===== config.mk =====
export PLATFORM = sky130hd
export DESIGN_NAME = prg32_mapper
export DESIGN_NICKNAME = d
export VERILOG_FILES = /design/src/rtl/prg32_pkg.sv /design/src/rtl/prg32_bank_reg.sv /design/src/rtl/prg32_prg_map.sv /design/src/rtl/prg32_chr_path.sv /design/src/rtl/prg32_mapper.sv
export SDC_FILE = /design/constraint.sdc
export NUM_CORES = 1
export LEC_CHECK = 0
export BUFFER_PORTS_ARGS = -buffer_cell sky130_fd_sc_hd__buf_2
export CAP_MARGIN = 20
export CORE_MARGIN = 1.5
export CORE_UTILIZATION = 27
export CTS_BUF_LIST = sky130_fd_sc_hd__clkbuf_2
export DETAILED_ROUTE_END_ITERATION = 16
export PLACE_DENSITY = 0.9
export SKIP_CTS_REPAIR_TIMING = 1
export SLEW_MARGIN = 30
export SYNTH_ARGS = -nofsm -noshare
export SYNTH_HDL_FRONTEND = slang
export SYNTH_SLANG_ARGS = --single-unit

===== constraint.sdc =====
create_clock -name clk -period 1.55 [get_ports clk]
set_clock_uncertainty 0.05 [all_clocks]
set_input_delay 0.31 -clock clk [delete_from_list [all_inputs] [get_ports clk]]
set_output_delay 0.31 -clock clk [all_outputs]
set_load 0.02 [all_outputs]

===== src/rtl/prg32_pkg.sv =====
package prg32_pkg;
    localparam int CPU_AW   = 16;
    localparam int PPU_AW   = 14;
    localparam int DATA_W   = 8;
    localparam int WIN_W    = 15;
    localparam int SEL_W    = 4;
    localparam int PAGE_BIT = 4;
    localparam int CHR_AW   = 13;
    localparam int PRG_AW   = SEL_W + WIN_W;

    typedef struct packed {
        logic [SEL_W-1:0] bank;
        logic             page;
    } ctl_regs_t;
endpackage


===== src/rtl/prg32_bank_reg.sv =====
module prg32_bank_reg
    import prg32_pkg::*;
#(
    parameter int PRG_BANKS = 8
) (
    input  logic              clk,
    input  logic              rst_n,
    input  logic              win_hit,
    input  logic              wr,
    input  logic [DATA_W-1:0] wdata,
    output logic [SEL_W-1:0]  bank,
    output logic              page
);
    localparam bit IS_POW2 = ((PRG_BANKS & (PRG_BANKS - 1)) == 0);

    ctl_regs_t        regs_d, regs_q;
    logic [SEL_W-1:0] sel_red;
    logic             unused_hi;

    assign unused_hi = ^wdata[DATA_W-1:PAGE_BIT+1];

    // Fold the bank field into the populated range at write time
    generate
        if (IS_POW2) begin : g_mask
            assign sel_red = wdata[SEL_W-1:0] & SEL_W'(PRG_BANKS - 1);
        end else begin : g_mod
            assign sel_red = SEL_W'(32'(wdata[SEL_W-1:0]) % 32'(PRG_BANKS));
        end
    endgenerate

    always_comb begin
        regs_d = regs_q;
        if (wr && win_hit) begin
            regs_d.bank = sel_red;
            regs_d.page = wdata[PAGE_BIT];
        end
    end

    always_ff @(posedge clk or negedge rst_n) begin
        if (!rst_n) begin
            regs_q <= '0;
        end else begin
            regs_q <= regs_d;
        end
    end

    assign bank = regs_q.bank;
    assign page = regs_q.page;
endmodule


===== src/rtl/prg32_prg_map.sv =====
module prg32_prg_map
    import prg32_pkg::*;
(
    input  logic [SEL_W-1:0]  bank,
    input  logic [CPU_AW-1:0] cpu_addr,
    input  logic              cpu_rd,
    output logic [PRG_AW-1:0] prg_addr,
    output logic              prg_oe
);
    logic win_hit;

    always_comb begin
        win_hit  = cpu_addr[CPU_AW-1];
        prg_addr = {bank, cpu_addr[WIN_W-1:0]};
        prg_oe   = cpu_rd & win_hit;
    end
endmodule


===== src/rtl/prg32_chr_path.sv =====
module prg32_chr_path
    import prg32_pkg::*;
(
    input  logic [PPU_AW-1:0] ppu_addr,
    input  logic              ppu_rd,
    input  logic              ppu_wr,
    input  logic              page,
    output logic [CHR_AW-1:0] chr_addr,
    output logic              chr_oe,
    output logic              chr_we,
    output logic              ntram_a10
);
    logic pat_hit;

    always_comb begin
        pat_hit   = ~ppu_addr[PPU_AW-1];
        chr_addr  = ppu_addr[CHR_AW-1:0];
        chr_oe    = ppu_rd & pat_hit;
        chr_we    = ppu_wr & pat_hit;
        ntram_a10 = page;
    end
endmodule


===== src/rtl/prg32_mapper.sv =====
module prg32_mapper
    import prg32_pkg::*;
#(
    parameter int PRG_BANKS = 8
) (
    input  logic              clk,
    input  logic              rst_n,
    input  logic [CPU_AW-1:0] cpu_addr,
    input  logic [DATA_W-1:0] cpu_wdata,
    input  logic              cpu_wr,
    input  logic              cpu_rd,
    output logic [PRG_AW-1:0] prg_addr,
    output logic              prg_oe,
    input  logic [PPU_AW-1:0] ppu_addr,
    input  logic              ppu_rd,
    input  logic              ppu_wr,
    output logic [CHR_AW-1:0] chr_addr,
    output logic              chr_oe,
    output logic              chr_we,
    output logic              ntram_a10
);
    logic [SEL_W-1:0] bank_q;
    logic             page_q;

    prg32_bank_reg #(.PRG_BANKS(PRG_BANKS)) bank_reg_i (
        .clk     (clk),
        .rst_n   (rst_n),
        .win_hit (cpu_addr[CPU_AW-1]),
        .wr      (cpu_wr),
        .wdata   (cpu_wdata),
        .bank    (bank_q),
        .page    (page_q)
    );

    prg32_prg_map prg_map_i (
        .bank     (bank_q),
        .cpu_addr (cpu_addr),
        .cpu_rd   (cpu_rd),
        .prg_addr (prg_addr),
        .prg_oe   (prg_oe)
    );

    prg32_chr_path chr_path_i (
        .ppu_addr  (ppu_addr),
        .ppu_rd    (ppu_rd),
        .ppu_wr    (ppu_wr),
        .page      (page_q),
        .chr_addr  (chr_addr),
        .chr_oe    (chr_oe),
        .chr_we    (chr_we),
        .ntram_a10 (ntram_a10)
    );
endmodule


==> reports/metrics.cfg, run 1 <==
[final_layout]
final_common_cell=buf_2
final_nets=81
antenna_cells=0
syn_to_final_growth_pct=-20.6
final_util_pct=24.0
design_area_sq_um=324
fillers=149
area.sequential_sq_um=100
final_cells=50
final_cell_mix=buf_2, mux2_4, dfrtp_1
multi_input_area_sq_um=90.1
layout-drive-gt1-share_pct=77.1

[critical_path]
startpoint_type=flip-flop
cp_slowest_stage_delay_ns=0.38
worstPathArrival_ns=0.74
r2r_start=bank_reg_i.bank[0]
worstSetupPathDepth=1
cp_top_family=flip-flops
criticalPathCategory=reg -> out
cp_data_required_time_ns=1.19
crit_path_start=bank_reg_i.bank[0]
rr_worst_depth=1
critPathCaptureType=primary output
critical_path_buf_inv_count=1
path_cells=buf_2
slowest_stage=dfrtp_1
critPathMaxFanout=2

[clocking]
clock_path_buffers=2
clkTransAtPathRegs_ns=0.04
cts_sinks=4
root_buffer=clkbuf_2
clk_latency_ns=0.20
cts_tree=built
h-tree-depth=1
cts_buffers=3

[yosys]
netlist_top_cells_area=buf_4, dfrtp_1, mux2_4
muxShareOfSynthArea_pct=14.7
synth_seq_cells=4
syn_area_per_cell_sq_um=9.71
ys_warn_count=0
synth-compound-area-share_pct=0
synth_top_family_by_area=buffers and inverters
synth_xor_area_share_pct=0
synthCells=42
synth_top_area_cell=buf_4
synth-adder-area-share_pct=0
synth_cell_types=7
synth_nets=86
ys_seq_area_share_pct=24.5
synthDominantCellAreaShare_pct=53.4
synthSimpleGateAreaFrac_pct=6.44
synth_area_sq_um=408

[timing]
rsz0062_at_grt=false
timing.final.crit_share_pct=71.1
hold_violations=0
final.setup.tns_ns=0
max_freq_ghz=0.908
setup_viol=0
period_needed_ns=1.10
maxSlewViolCount=0

[detailed_routing]
drc=0
wl_um=576
drt_iter0_markers=6
wl_per_cell_um=11.5
avgViaCountPerCell=4.26
antenna_left=0
first_pass_iters=4
num_vias=213

[power]
p_leak_nw=0.186
finalPower_mw=0.317
peakVddDrop_uv=235
power.density_mw_per_mm2=979

[min_path]
hold_depth=2
hold_path_class=in -> reg
timing.hold.worst.start=cpu_wdata[2]

[global_routing]
grt_pass1_wl_um=862
antenna_found_initial=0
grt_max_degree=5
track_usage_pct=7.26
grt_pass1_vias=199
overflow=0

[placement]
numPortBuffers=18
placed_area_sq_um=299
dp.cells=46
place_congestion=0.666

[floorplan]
fp.dieArea_sq_mm=0.00175
row_count=13
io_pins=80
die_width_um=41.9
coreArea_sq_mm=0.00135
start_util_pct=30.2
die_h_um=41.9

[flow_run]
cap_violations=0

[run_status]
status=completed

## layer usage
metal	part of all wire (%)	vias up	global-route usage, %
met1	36	97	6.32
li1	-	85	-
met4	2.8	0	12.3
met2	41	23	6.88
met3	20	8	6.96
met5	0	-	0
## final cells by class
class / instances / share of cell area [%]
Clock buffer: 3 / 4.63
Sequential cell: 4 / 30.9
Tap cell: 15 / 5.79
Timing Repair Buffer: 19 / 30.9
Multi-Input combinational cell: 9 / 27.8
## metrics by stage
step	worst slack, ns	hold slack [ns]
2_1_floorplan	0.553	-0.0356
3_3_place_gp	0.470	0.0611
3_5_place_dp	0.465	0.0648
4_1_cts	0.435	-0.160
5_1_grt	0.396	0.258
6_report	0.448	0.286
## report_power, final
group	internal, mW	total, mW	switching (mW)
clock	0.0520	0.0916	0.0396
sequential	0.121	0.130	0.00932
combinational	0.0487	0.0958	0.0472
## registers in the layout, indices dropped and copies added (netlist names)
signal           cells
bank_reg_i.bank      3
bank_reg_i.page      1
## cell usage after synthesis (all sizes together)
master	n
buf	29
dfrtp	4
conb	1
and2	1
mux2	4
nor2b	2
nand2	1
## final timing paths
kind	endpoint	slack [ns]
max	prg_addr[15]	0.45
min	bank_reg_i.bank[2]	0.29
max reg2reg	bank_reg_i.bank[0]	0.75
min reg2reg	bank_reg_i.bank[2]	0.46
max in group asynchronous	bank_reg_i.bank[0]	0.94
min in group asynchronous	bank_reg_i.page	0.39
## cell families (layout without fill, tap and decap cells)
kind of cell,after synthesis,count (layout)
buf+inv,29,22
mux,4,4
flops,4,4
simple gates,4,4
other cells,1,1
Note: power is estimated with default switching activity, not from simulation.
==> run 2, diff against run 1 <==
- CORE_UTILIZATION: 27 -> 23
- PLACE_DENSITY: 0.9 -> 0.82
- clock period: 1.55 -> 0.9 ns (I/O delays scaled with it)
==> run 2 against run 1 <==
Compared with the run above: design area up 11%; wire length grew 0.17%; largest cell class is now non-clock buffers; the flow now finishes with violations (design-rule violations, negative setup slack); power grew 88%; setup slack got worse by 0.51 ns; die area rose by 16%; sequential power rose by 76%; largest power group unchanged.
==> reports/metrics.cfg, run 2 (same netlist as run 1, synthesis figures left out) <==
[global_routing]
track_usage_pct=5.59
grt_pass1_wl_um=752
overflow=0
grt_max_degree=5
grt_pass1_vias=196
antenna_found_initial=0

[flow_run]
cap_violations=0

[timing]
period_needed_ns=0.960
rsz0062_at_grt=true
maxSlewViolCount=0
setup_ws_ns=-0.0595
final.setup.tns_ns=-0.257
hold_violations=0
timing.final.crit_share_pct=107
max_freq_ghz=1.04
holdWs_ns=0.159
setup_viol=5

[critical_path]
critical_path_buf_inv_count=1
path_cells=buf_6
cp_top_family=flip-flops
cp_data_required_time_ns=0.67
startpoint_type=flip-flop
criticalPathCategory=reg -> out
critPathMaxFanout=2
cp_slowest_stage_delay_ns=0.39
worstPathArrival_ns=0.73
slowest_stage=dfrtp_1
critPathCaptureType=primary output

[clocking]
clk_latency_ns=0.20
clock_path_buffers=2
cts_buffers=3
cts_tree=built
cts_sinks=4
root_buffer=clkbuf_2
h-tree-depth=1
clkTransAtPathRegs_ns=0.04

[floorplan]
row_count=15
die_width_um=45.1
start_util_pct=24.1
fp.dieArea_sq_mm=0.00203
io_pins=80
die_h_um=45.1
coreArea_sq_mm=0.00169

[detailed_routing]
antenna_left=0
first_pass_iters=10
num_vias=200
drc=1
avgViaCountPerCell=3.77
drt_iter0_markers=3
wl_per_cell_um=10.9
wl_um=577

[final_layout]
layout-drive-gt1-share_pct=77.8
final_common_cell=buf_2
largest_reg_flops=3
antenna_cells=0
final_cells=53
final_nets=82
final_cell_mix=buf_2, mux2_4, dfrtp_1, buf_6, clkbuf_2
syn_to_final_growth_pct=-12.0

[placement]
dp.cells=48
numPortBuffers=18
place_congestion=0.578
pre_cts_slack_ns=-0.0135

[run_status]
violations=design-rule violations, negative setup slack
status=complete, but fails checks

[power]
power.density_mw_per_mm2=1660
peakVddDrop_uv=329
p_leak_nw=0.199

[min_path]
hold_path_class=in -> reg

[run 2: cell count changes in the layout (fill, tap and decap cells not counted)]
| cell | delta |
|---|---|
| buf_2 | -4 |
| buf_4 | +1 |
| buf_6 | +4 |
[run 2: layout make-up]
class                   instances  area (sq um)
flip-flops and latches          4           100
fillers                       181          1330
clock buffers                   3          15.0
well taps                      17          21.3
repair buffers                 20           133
multi-input cells               9          90.1
[run 2: final timing paths]
| kind | from | endpoint | slack [ns] | cells after the start |
|---|---|---|---|---|
| max in group asynchronous | rst_n | bank_reg_i.page | 0.40 | 2 |
| worst max-delay path | bank_reg_i.bank[0] | prg_addr[15] | -0.06 | 1 |
| min in group asynchronous | rst_n | bank_reg_i.bank[1] | 0.27 | 2 |
| worst min-delay path | cpu_wdata[0] | bank_reg_i.bank[0] | 0.16 | 2 |
| worst min register to register | bank_reg_i.bank[2] | bank_reg_i.bank[2] | 0.49 | 1 |
| worst max register to register | bank_reg_i.bank[1] | bank_reg_i.bank[1] | -0.04 | 2 |
[run 2: per-layer routing]
metal	share of wire [%]	up-vias	GRT usage, %
met5	0	-	0
met4	0	0	7.06
met3	18	0	5.20
met2	55	28	8.86
met1	27	85	2.91
li1	-	87	-
[run 2: power breakdown]
| part | internal [mW] | switching (mW) |
|---|---|---|
| registers | 0.208 | 0.0210 |
| clock network | 0.0896 | 0.0698 |
| logic | 0.123 | 0.0856 |
[run 2: through the flow]
stage                     utilization, %  area, sq um  power (mW)
after detailed placement            17.9          302       0.390
after floorplan                        -          408       0.507
final                               21.3          359       0.596
after global routing                21.3          359       0.620
after CTS                           18.7          317       0.558
after global placement              17.9          302       0.384
